==> config.mk <==
export PLATFORM = sky130hd
export DESIGN_NAME = pci_cmd_select
export DESIGN_NICKNAME = d
export VERILOG_FILES = /design/src/rtl/pci_cmd_pkg.sv /design/src/rtl/pci_cmd_pick.sv /design/src/rtl/pci_cfg_addr.sv /design/src/rtl/pci_rd_resp.sv /design/src/rtl/pci_cmd_select.sv
export SDC_FILE = /design/constraint.sdc
export NUM_CORES = 1
export LEC_CHECK = 0
export BUFFER_PORTS_ARGS = -buffer_cell sky130_fd_sc_hd__buf_2
export CELL_PAD_IN_SITES_DETAIL_PLACEMENT = 2
export CELL_PAD_IN_SITES_GLOBAL_PLACEMENT = 2
export CORE_UTILIZATION = 27
export DETAILED_ROUTE_END_ITERATION = 7
export PLACE_DENSITY_LB_ADDON = 0.1
export SETUP_SLACK_MARGIN = 0.5
export SYNTH_ARGS = -nofsm -noshare
export SYNTH_HDL_FRONTEND = slang
export SYNTH_SLANG_ARGS = --single-unit
==> constraint.sdc <==
create_clock -name clk -period 1.6 [get_ports clk]
set_input_delay 0.24 -clock clk [delete_from_list [all_inputs] [get_ports clk]]
set_output_delay 0.24 -clock clk [all_outputs]
set_load 0.03 [all_outputs]
==> src/rtl/pci_cmd_pkg.sv <==
// Shared request kinds and PCI command codes for the command selector.
package pci_cmd_pkg;
    typedef enum logic [2:0] {
        RQ_MEM_RD = 3'd0,
        RQ_MEM_WR = 3'd1,
        RQ_CFG_RD = 3'd2,
        RQ_CFG_WR = 3'd3,
        RQ_IACK   = 3'd4,
        RQ_SPCL   = 3'd5
    } req_kind_e;

    localparam logic [3:0] PC_IACK  = 4'h0;
    localparam logic [3:0] PC_SPCL  = 4'h1;
    localparam logic [3:0] PC_MRD   = 4'h6;
    localparam logic [3:0] PC_MWR   = 4'h7;
    localparam logic [3:0] PC_CRD   = 4'hA;
    localparam logic [3:0] PC_CWR   = 4'hB;
    localparam logic [3:0] PC_DAC   = 4'hD;
    localparam logic [3:0] PC_MWI   = 4'hF;
endpackage

==> src/rtl/pci_cmd_pick.sv <==
// Combinational command choice. Assumes addresses wider than 32 bits
// and that line size and word count share one width.
module pci_cmd_pick
    import pci_cmd_pkg::*;
#(
    parameter int ADDR_W = 40,
    parameter int WC_W   = 8
) (
    input  logic [2:0]        kind,
    input  logic [ADDR_W-1:0] addr,
    input  logic [WC_W-1:0]   words,
    input  logic              mwi_en,
    input  logic [WC_W-1:0]   cls,
    output logic [3:0]        cmd,
    output logic [3:0]        adr_code,
    output logic              dac,
    output logic              is_cfg,
    output logic              bad_kind
);
    logic hi_addr;
    logic mwi_ok;

    assign hi_addr = |addr[ADDR_W-1:32];
    assign mwi_ok  = mwi_en && (cls != '0) && (words > cls);

    // Map the request kind to a command and flag the DAC need.
    always_comb begin
        cmd      = PC_MRD;
        dac      = 1'b0;
        is_cfg   = 1'b0;
        bad_kind = 1'b0;
        case (req_kind_e'(kind))
            RQ_MEM_RD: begin cmd = PC_MRD; dac = hi_addr; end
            RQ_MEM_WR: begin cmd = mwi_ok ? PC_MWI : PC_MWR; dac = hi_addr; end
            RQ_CFG_RD: begin cmd = PC_CRD; is_cfg = 1'b1; end
            RQ_CFG_WR: begin cmd = PC_CWR; is_cfg = 1'b1; end
            RQ_IACK:   cmd = PC_IACK;
            RQ_SPCL:   cmd = PC_SPCL;
            default:   bad_kind = 1'b1;
        endcase
    end

    assign adr_code = dac ? PC_DAC : cmd;
endmodule

==> src/rtl/pci_cfg_addr.sv <==
// Configuration address register with type and device-select decode.
// Assumes NDEV <= 32 so the 5-bit device field covers every line.
module pci_cfg_addr #(
    parameter int DATA_W = 32,
    parameter int NDEV   = 21
) (
    input  logic              clk,
    input  logic              rst_n,
    input  logic              we,
    input  logic [DATA_W-1:0] wd,
    output logic [DATA_W-1:0] cfg_reg,
    output logic              ctype,
    output logic              type_bad,
    output logic [NDEV-1:0]   idsel
);
    logic [4:0] dev;
    logic       type0;

    // Hold the last written configuration address.
    always_ff @(posedge clk) begin
        if (!rst_n) cfg_reg <= '0;
        else if (we) cfg_reg <= wd;
    end

    assign dev      = cfg_reg[15:11];
    assign type0    = (cfg_reg[1:0] == 2'b00);
    assign ctype    = (cfg_reg[1:0] == 2'b01);
    assign type_bad = cfg_reg[1];

    for (genvar i = 0; i < NDEV; i++) begin : g_sel
        assign idsel[i] = type0 && (dev == 5'(i));
    end
endmodule

==> src/rtl/pci_rd_resp.sv <==
// Registered read completion path with master-abort handling.
module pci_rd_resp #(
    parameter int DATA_W = 32
) (
    input  logic              clk,
    input  logic              rst_n,
    input  logic              rsp_valid,
    input  logic              rsp_abort,
    input  logic [DATA_W-1:0] rsp_data,
    input  logic              berr_on_rd,
    output logic              rd_valid,
    output logic [DATA_W-1:0] rd_data,
    output logic              rd_berr
);
    // Forward data, or replace it on abort according to the control bit.
    always_ff @(posedge clk) begin
        if (!rst_n) begin
            rd_valid <= 1'b0;
            rd_data  <= '0;
            rd_berr  <= 1'b0;
        end else begin
            rd_valid <= rsp_valid;
            if (rsp_valid) begin
                rd_berr <= rsp_abort && berr_on_rd;
                if (!rsp_abort)     rd_data <= rsp_data;
                else if (berr_on_rd) rd_data <= '0;
                else                rd_data <= '1;
            end
        end
    end


    property abort_berr_p;
        @(posedge clk) disable iff (!rst_n)
        (rsp_valid && rsp_abort && berr_on_rd) |=> (rd_berr && rd_data == '0);
    endproperty
    abort_berr_chk: assert property (abort_berr_p);


    property abort_ones_p;
        @(posedge clk) disable iff (!rst_n)
        (rsp_valid && rsp_abort && !berr_on_rd) |=> (!rd_berr && rd_data == '1);
    endproperty
    abort_ones_chk: assert property (abort_ones_p);
endmodule

==> src/rtl/pci_cmd_select.sv <==
// Top: registers the chosen command, address phase and device selects
// for each request, and passes read completions through abort handling.
// Assumes one request per cycle and a single-cycle req_valid strobe.
module pci_cmd_select
    import pci_cmd_pkg::*;
#(
    parameter int ADDR_W = 40,
    parameter int DATA_W = 32,
    parameter int WC_W   = 8,
    parameter int NDEV   = 21
) (
    input  logic              clk,
    input  logic              rst_n,
    input  logic              req_valid,
    input  logic [2:0]        req_kind,
    input  logic [ADDR_W-1:0] req_addr,
    input  logic [WC_W-1:0]   req_words,
    input  logic [DATA_W-1:0] req_wdata,
    input  logic              mwi_en,
    input  logic [WC_W-1:0]   cls,
    input  logic              berr_on_rd,
    input  logic              host_mode,
    input  logic              cfg_we,
    input  logic [DATA_W-1:0] cfg_wdata,
    input  logic              rsp_valid,
    input  logic              rsp_abort,
    input  logic [DATA_W-1:0] rsp_data,
    output logic              out_valid,
    output logic              req_err,
    output logic [3:0]        cmd_code,
    output logic [3:0]        adr_code,
    output logic              dac,
    output logic              cfg_type,
    output logic [NDEV-1:0]   idsel,
    output logic [ADDR_W-1:0] bus_addr,
    output logic [DATA_W-1:0] bus_wdata,
    output logic              rd_valid,
    output logic [DATA_W-1:0] rd_data,
    output logic              rd_berr
);
    localparam int PAD_W = ADDR_W - DATA_W;

    logic [3:0]        p_cmd, p_adr;
    logic              p_dac, p_cfg, p_bad;
    logic [DATA_W-1:0] c_reg;
    logic              c_type, c_bad;
    logic [NDEV-1:0]   c_sel;
    logic              err_now;

    pci_cmd_pick #(.ADDR_W(ADDR_W), .WC_W(WC_W)) u_pick (
        .kind(req_kind), .addr(req_addr), .words(req_words),
        .mwi_en(mwi_en), .cls(cls), .cmd(p_cmd), .adr_code(p_adr),
        .dac(p_dac), .is_cfg(p_cfg), .bad_kind(p_bad)
    );

    pci_cfg_addr #(.DATA_W(DATA_W), .NDEV(NDEV)) u_cfg (
        .clk(clk), .rst_n(rst_n), .we(cfg_we), .wd(cfg_wdata),
        .cfg_reg(c_reg), .ctype(c_type), .type_bad(c_bad), .idsel(c_sel)
    );

    pci_rd_resp #(.DATA_W(DATA_W)) u_rd (
        .clk(clk), .rst_n(rst_n), .rsp_valid(rsp_valid),
        .rsp_abort(rsp_abort), .rsp_data(rsp_data), .berr_on_rd(berr_on_rd),
        .rd_valid(rd_valid), .rd_data(rd_data), .rd_berr(rd_berr)
    );

    assign err_now = p_bad || (p_cfg && (!host_mode || c_bad));

    // Register the command result; rejected requests carry only the error.
    always_ff @(posedge clk) begin
        if (!rst_n) begin
            out_valid <= 1'b0;
            req_err   <= 1'b0;
            cmd_code  <= '0;
            adr_code  <= '0;
            dac       <= 1'b0;
            cfg_type  <= 1'b0;
            idsel     <= '0;
            bus_addr  <= '0;
            bus_wdata <= '0;
        end else begin
            out_valid <= req_valid;
            if (req_valid) begin
                req_err   <= err_now;
                cmd_code  <= err_now ? 4'h0 : p_cmd;
                adr_code  <= err_now ? 4'h0 : p_adr;
                dac       <= !err_now && p_dac;
                cfg_type  <= !err_now && p_cfg && c_type;
                idsel     <= (!err_now && p_cfg) ? c_sel : '0;
                bus_addr  <= err_now ? '0 :
                             p_cfg ? {{PAD_W{1'b0}}, c_reg} : req_addr;
                bus_wdata <= req_wdata;
            end
        end
    end


    property mwi_gate_p;
        @(posedge clk) disable iff (!rst_n)
        (req_valid && req_kind == 3'd1 && (!mwi_en || cls == '0 || req_words <= cls))
        |=> (cmd_code == 4'h7);
    endproperty
    mwi_gate_chk: assert property (mwi_gate_p);


    property low_addr_p;
        @(posedge clk) disable iff (!rst_n)
        (req_valid && req_kind <= 3'd1 && req_addr[ADDR_W-1:32] == '0)
        |=> (!dac && adr_code == cmd_code);
    endproperty
    low_addr_chk: assert property (low_addr_p);


    property sel_onehot_p;
        @(posedge clk) disable iff (!rst_n)
        out_valid |-> $onehot0(idsel) && (!cfg_type || idsel == '0);
    endproperty
    sel_onehot_chk: assert property (sel_onehot_p);


    property no_host_p;
        @(posedge clk) disable iff (!rst_n)
        (req_valid && (req_kind == 3'd2 || req_kind == 3'd3) && !host_mode)
        |=> (out_valid && req_err);
    endproperty
    no_host_chk: assert property (no_host_p);
endmodule

==> impl_results.md, run 1 <==
* Status: finished clean
* Adder-Cell Fraction of Synth Area at 1.47%
* Synth top cells by count: dfxtp_1 (171), mux2i_1 (96), nor2_1 (60)
* Routed len/inst at 18.7 um
* Asr flop ratio synth at 0%
* Core box area at 24,500 um2
* First-pass GRT wire length at 40,200 um
* Leakage power at 5.12 nW
* Reg2Reg Setup Slack at 0.20 ns
* Crit end category: flop
* Final WL at 26,200 um
* Sequential area share after synthesis at 50.2%
* Reg2reg path depth at 5
* Dpl ws at -0.0230 ns
* IO Pins at 303
* Residual DRC at 0
* Clock root cell: clkbuf_16
* Mapped Avg Cell Area at 9.63 um2
* Initial Util at 27.8%
* Share of cells above drive strength 1 at 57.5%
* Yosys cell types at 41
* Synthesized-area fraction occupied by and/or/nand/nor cells at 16.6%
* CP startpoint kind: flop
* Pin count of the biggest net entering global routing at 68
* HP Class: input pin to flop
* Clk slew on worst S/H paths at 0.07 ns
* MaxCap Viol Count at 0
* Clock insertion delay at the later pin of the skew report at 0.43 ns
* Drt first-iter violations at 204
* DP HPWL at 17,500 um
* Post-synthesis xor/xnor area fraction at 0%
* Total power at 0.0115 W
* DR pass1 iterations at 4
* Synth Area in Compound Gates at 13.8%
* Crit path time final at 1.40 ns
* Setup TNS at 0 ns
* Worst-path cell chain: nand4bb_4 -> or2_4 -> nor3_4 -> a22oi_1 -> nor2_1
* Post-synth EDFFs at 0
* Global route overflow at 0
* Multiplexer share of the synthesized area at 14.1%
* Worst hold slack at 0.0420 ns
* Slew headroom at 71.7%
* RSZ-0062 raised after global routing: true
* NumNets Final at 1,232
* Largest family of logic cells by synthesized area: simple AND/OR/NAND/NOR gates
* CTS tree: yes
* Sink Count at 171
* Vias per cell at 4.70
* Total track usage at 19.9%
* Setup CP Type: flop to flop
* Count of state elements after synthesis at 171
* Top_reg_cell synth: dfxtp_1
* Count leader, synth: dfxtp_1
* # H-tree levels at 4
* Critical path's slowest cell: dfxtp_4
* Fmax at 716 MHz
* DR vias at 6,567
* Number of flip-flops under the largest register name at 40
* Die area at 25,900 um2
* Yosys top cell by area: dfxtp_1
* CP max stage delay at 0.37 ns
* Tcrit/Tclk final at 87.3%
* Clock Skew at 0.00865 ns
* IO Port Bufs at 302
* Post-CTS Hold Buffers at 0
* CTS max path bufs at 2
* Biggest register: bus_addr
* Worst hold stages at 3
* CP Data Required Time at 1.95 ns
* Warnings, synthesis at 0
* Final WS setup at 0.203 ns
* Final Hold Vio Count at 0
* Final Max Slew Viols at 0
* CTS buffer count at 17
* Cell row count at 57
* Fin cells at 1,397
* Post-synthesis cell area at 6820 um2
* # setup viols final at 0
* Synth-to-layout area growth at 66.8%
* Antenna violations before repair at 2
* Synth top area cells: dfxtp_1 (50%), mux2i_1 (14%), nor2b_1 (4.0%)
* Placed cells at 1,314
* Vias in the first global route at 7,165
* Chip height at 161 um
* Worst Tran Pin Value at 0.424 ns
* Die Wd at 161 um
* Placer Congestion at 0.732
* Share of the synthesized area in the top cell type at 50.2%
* Final antenna-violating net count at 0
* Pwr dens at 1010 nW/um2
* Gate Count Post-Synth at 708
* Peak VDD IR at 528 uV
* Crit path DAT at 1.75 ns
* Syn nets at 880
* CP Max Fanout at 6
## where the power goes
group          switching, W  internal (W)  total, W
logic               0.00102      0.000916   0.00193
registers          0.000167       0.00451   0.00467
clock network       0.00187       0.00304   0.00491
## timing repair
item	in CTS	in global routing
pin swaps	23	13
resized for setup	455	23
endpoints found under the hold margin	0	0
gates cloned	2	1
setup buffers	26	22
setup endpoints to repair	199	199
## cell type report
type / instances / area, um2
Antenna cell: 1 / 2.50
Clock buffer: 19 / 453
Clock inverter: 12 / 233
Fill cell: 2579 / 13200
Inverter: 13 / 50.0
Multi-Input combinational cell: 473 / 3410
Sequential cell: 171 / 3600
Tap cell: 324 / 405
Timing Repair Buffer: 384 / 3210
## routing by layer
layer | global-route usage (%) | vias to the layer above | routed length, um
li1 | - | 3159 | -
met1 | 23.3 | 3196 | 10900
met5 | 0 | - | 10
met2 | 34.1 | 193 | 13000
met3 | 7.90 | 17 | 2090
met4 | 4.37 | 2 | 212
## per-stage QoR
stage          instance area [um2]  util, %
2_1_floorplan                 6950        -
3_3_place_gp                  8970     36.6
3_5_place_dp                  8970     36.6
4_1_cts                      11100     45.2
5_1_grt                      11400     46.3
6_report                     11400     46.3
## path summary, 6_finish.rpt
check / startpoint / end
setup / recovery: u_cfg.cfg_reg[1] / idsel[7]
hold / removal: cfg_wdata[28] / u_cfg.cfg_reg[28]
setup reg to reg: u_cfg.cfg_reg[1] / idsel[7]
hold reg to reg: bus_addr[17] / bus_addr[17]
## worst max-delay path: cells and delay by family (launching register included)
family          cells  cell delay, ns
simple gates        4            0.86
flops               1            0.37
compound gates      1            0.10
## kinds of logic after synthesis
kind of cell,Yosys count
AO/OA/AOI/OAI,153
adder cells (fa/ha/maj),8
buffers and inverters,64
flip-flops,171
multiplexers,96
AND/OR/NAND/NOR,216
## cells in the final DEF, fill, tap and decap left out, drive strengths merged, types with 3 or more instances in the layout
| cell type | count |
|---|---|
| nand2 | 49 |
| ha | 8 |
| a21oi | 52 |
| inv | 16 |
| o21ai | 38 |
| bufinv | 6 |
| o211ai | 30 |
| a22oi | 18 |
| a211oi | 4 |
| nand4 | 3 |
| clkinv | 3 |
| nor3 | 4 |
| nand3 | 3 |
| nor2 | 60 |
| nor3b | 3 |
| nor2b | 44 |
| and2 | 4 |
| mux2i | 96 |
| dfxtp | 171 |
| buf | 383 |
| nand2b | 37 |
| clkbuf | 20 |
Power figures use the tool's default switching activity.
==> inputs of run 2 (changes only) <==
--- a/config.mk
+++ b/config.mk
@@ -8,7 +8,7 @@
 export BUFFER_PORTS_ARGS = -buffer_cell sky130_fd_sc_hd__buf_2
 export CELL_PAD_IN_SITES_DETAIL_PLACEMENT = 2
 export CELL_PAD_IN_SITES_GLOBAL_PLACEMENT = 2
-export CORE_UTILIZATION = 27
+export CORE_UTILIZATION = 24
 export DETAILED_ROUTE_END_ITERATION = 7
 export PLACE_DENSITY_LB_ADDON = 0.1
 export SETUP_SLACK_MARGIN = 0.5
==> constraint.sdc (replaced) <==
create_clock -name clk -period 1.2 [get_ports clk]
set_input_delay 0.18 -clock clk [delete_from_list [all_inputs] [get_ports clk]]
set_output_delay 0.18 -clock clk [all_outputs]
set_load 0.03 [all_outputs]
==> run 2 against run 1 <==
  * The run now ends with setup timing left
  * First-iteration DRC count down 2.0%
  * Die area up 12%
  * Critical path depth up 1
  * Register-to-register slack worse by 0.44 ns
  * Fmax down 2.8%
  * Flip-flop and latch count unchanged
  * Largest cell class is now buffers
  * Clock power up 11%
==> impl_results.md, run 2 (synthesized netlist as in run 1, its figures left out) <==
* Die area at 29,100 um2 (was 25,900 um2)
* Biggest register: bus_addr (unchanged)
* Final WS setup at -0.237 ns (was 0.203 ns)
* Area of the multi-input gates at 3650 um2 (was 3410 um2)
* Clock insertion delay at the later pin of the skew report at 0.43 ns (about the same)
* CTS buffer count at 17 (unchanged)
* Final WL at 28,100 um (was 26,200 um)
* Chip height at 171 um (was 161 um)
* Initial Util at 24.5% (was 27.8%)
* Routed len/inst at 18.5 um (was 18.7 um)
* Status: finished, violations left (was finished clean)
* Most frequent cells in the layout: buf_6 (172), buf_2 (162), dfxtp_2 (138) (was buf_2 (163), buf_6 (147), dfxtp_2 (141))
* Critical path's slowest cell: dfxtp_2 (was dfxtp_4)
* # H-tree levels at 4 (unchanged)
* Setup CP Type: flop to flop (unchanged)
* Core box area at 27,900 um2 (was 24,500 um2)
* Total track usage at 18.5% (was 19.9%)
* # setup viols final at 58 (was 0)
* HP Class: input pin to flop (unchanged)
* CP max stage delay at 0.33 ns (was 0.37 ns)
* Total power at 0.0146 W (was 0.0115 W)
* DR pass1 iterations at 4 (unchanged)
* Final Max Slew Viols at 0 (unchanged)
* Pin count of the biggest net entering global routing at 68 (unchanged)
* Placed cells at 1,393 (was 1,314)
* Final Instance Area at 12,500 um2 (was 11,400 um2)
* CP startpoint kind: flop (unchanged)
* Crit end category: flop (unchanged)
* DP HPWL at 18,200 um (was 17,500 um)
* Fmax at 696 MHz (was 716 MHz)
* Failing checks: setup timing
* Vias per cell at 4.51 (was 4.70)
* Pwr dens at 1170 nW/um2 (was 1010 nW/um2)
* Fin cells at 1,524 (was 1,397)
* Synth-to-layout area growth at 83.1% (was 66.8%)
* Die Wd at 171 um (was 161 um)
* MaxCap Viol Count at 0 (unchanged)
* NumNets Final at 1,304 (was 1,232)
* Worst Tran Pin Value at 0.327 ns (was 0.424 ns)
* Clock Skew at 0.0103 ns (was 0.00865 ns)
* Sink Count at 171 (unchanged)
* Most common cell after layout, fill and taps aside: buf_6 (was buf_2)
* CTS tree: yes (unchanged)
* Worst-path cell chain: nand2b_4 -> nor3b_4 -> nor3b_4 -> buf_4 -> nand2b_4 -> a21oi_2 (was nand4bb_4 -> or2_4 -> nor3_4 -> a22oi_1 -> nor2_1)
* Final core occ at 44.8% (was 46.3%)
* Final antenna-violating net count at 0 (unchanged)
* CP Max Fanout at 4 (was 6)
* Crit path DAT at 1.80 ns (was 1.75 ns)
* Clock root cell: clkbuf_16 (unchanged)
* DR vias at 6,871 (was 6,567)
* Peak VDD IR at 613 uV (was 528 uV)
* Cell row count at 61 (was 57)
* CP Data Required Time at 1.56 ns (was 1.95 ns)
* Drt first-iter violations at 200 (was 204)
* Final Hold Vio Count at 0 (unchanged)
* Sequential cell area at 3620 um2 (was 3600 um2)
* Worst hold slack at 0.00635 ns (was 0.0420 ns)
* RSZ-0062 raised after global routing: true (unchanged)
* Global route overflow at 0 (unchanged)
* IO Pins at 303 (unchanged)
* Vias in the first global route at 7,496 (was 7,165)
* Antenna violations before repair at 5 (was 2)
* Number of flip-flops under the largest register name at 40 (unchanged)
* Clk slew on worst S/H paths at 0.08 ns (was 0.07 ns)
* Crit path time final at 1.44 ns (was 1.40 ns)
* IO Port Bufs at 302 (unchanged)
* Leakage power at 5.74 nW (was 5.12 nW)
* Share of cells above drive strength 1 at 59.3% (was 57.5%)
* Tcrit/Tclk final at 120% (was 87.3%)
* Slew headroom at 78.0% (was 71.7%)
* Residual DRC at 0 (unchanged)
* First-pass GRT wire length at 41,200 um (was 40,200 um)
* Fill cells at 2,949 (was 2,579)
* CTS max path bufs at 2 (unchanged)
* Placed Area at 9400 um2 (was 8970 um2)
* Placer Congestion at 0.721 (was 0.732)
## run 2: cell types whose count changed in the layout (fill, tap and decap cells not counted), sizes merged
| cell | delta |
|---|---|
| inv | +6 |
| clkinv | -1 |
| clkbuf | +2 |
| dlygate4sd3 | +21 |
| dlymetal6s4s | +26 |
| buf | +23 |
| bufinv | -6 |
| clkinvlp | +2 |
## run 2: path summary, 6_finish.rpt
| check | start | end | slack (ns) | cells after the start |
|---|---|---|---|---|
| setup / recovery | u_cfg.cfg_reg[0] | idsel[19] | -0.24 | 6 |
| hold / removal | cfg_wdata[20] | u_cfg.cfg_reg[20] | 0.006 | 3 |
| setup reg to reg | u_cfg.cfg_reg[0] | idsel[19] | -0.24 | 6 |
| hold reg to reg | bus_addr[11] | bus_addr[11] | 0.46 | 2 |
## run 2: per-layer routing
layer | up-vias | global-route usage (%) | share of wire, %
li1 | 3303 | - | -
met1 | 3369 | 20.7 | 40
met2 | 177 | 33.3 | 52
met3 | 18 | 6.64 | 7.1
met4 | 4 | 4.23 | 0.78
met5 | - | 0 | 0.11
## run 2: critical path: cells and delay by family, from the launching register on
kind            cells  cell delay, ns
simple gates        4            0.76
flops               1            0.33
buf+inv             1            0.18
compound gates      1            0.11
## run 2: power breakdown
| group | internal (W) | switching [W] | total, W |
|---|---|---|---|
| clock network | 0.00276 | 0.00269 | 0.00545 |
| logic | 0.00149 | 0.00149 | 0.00298 |
| registers | 0.00600 | 0.000213 | 0.00621 |
## run 2: area by class of cell
type | instances | share of cell area, %
clock buffer | 19 | 3.47
antenna | 1 | 0.0201
timing repair buffer | 456 | 33.0
tap | 378 | 3.79
clock inverter | 13 | 0.973
inverter | 13 | 0.441
multi-input combinational | 473 | 29.2
sequential | 171 | 29.0
## run 2: stage by stage
stage	TNS, ns	setup slack (ns)
floorplan	-0.689	-0.0984
global placement	-6.19	-0.359
detailed placement	-8.43	-0.388
CTS	-5.24	-0.186
global route	-9.34	-0.301
finish	-6.67	-0.237
## run 2: what timing repair did
action                                  in CTS  in global routing
endpoints found under the setup margin     248                267
resized for setup                          450                119
cloned                                       1                  4
setup buffers                               25                 21
endpoints found under the hold margin       49                  0
hold buffers                                47                  0
pin swaps                                   32                 68
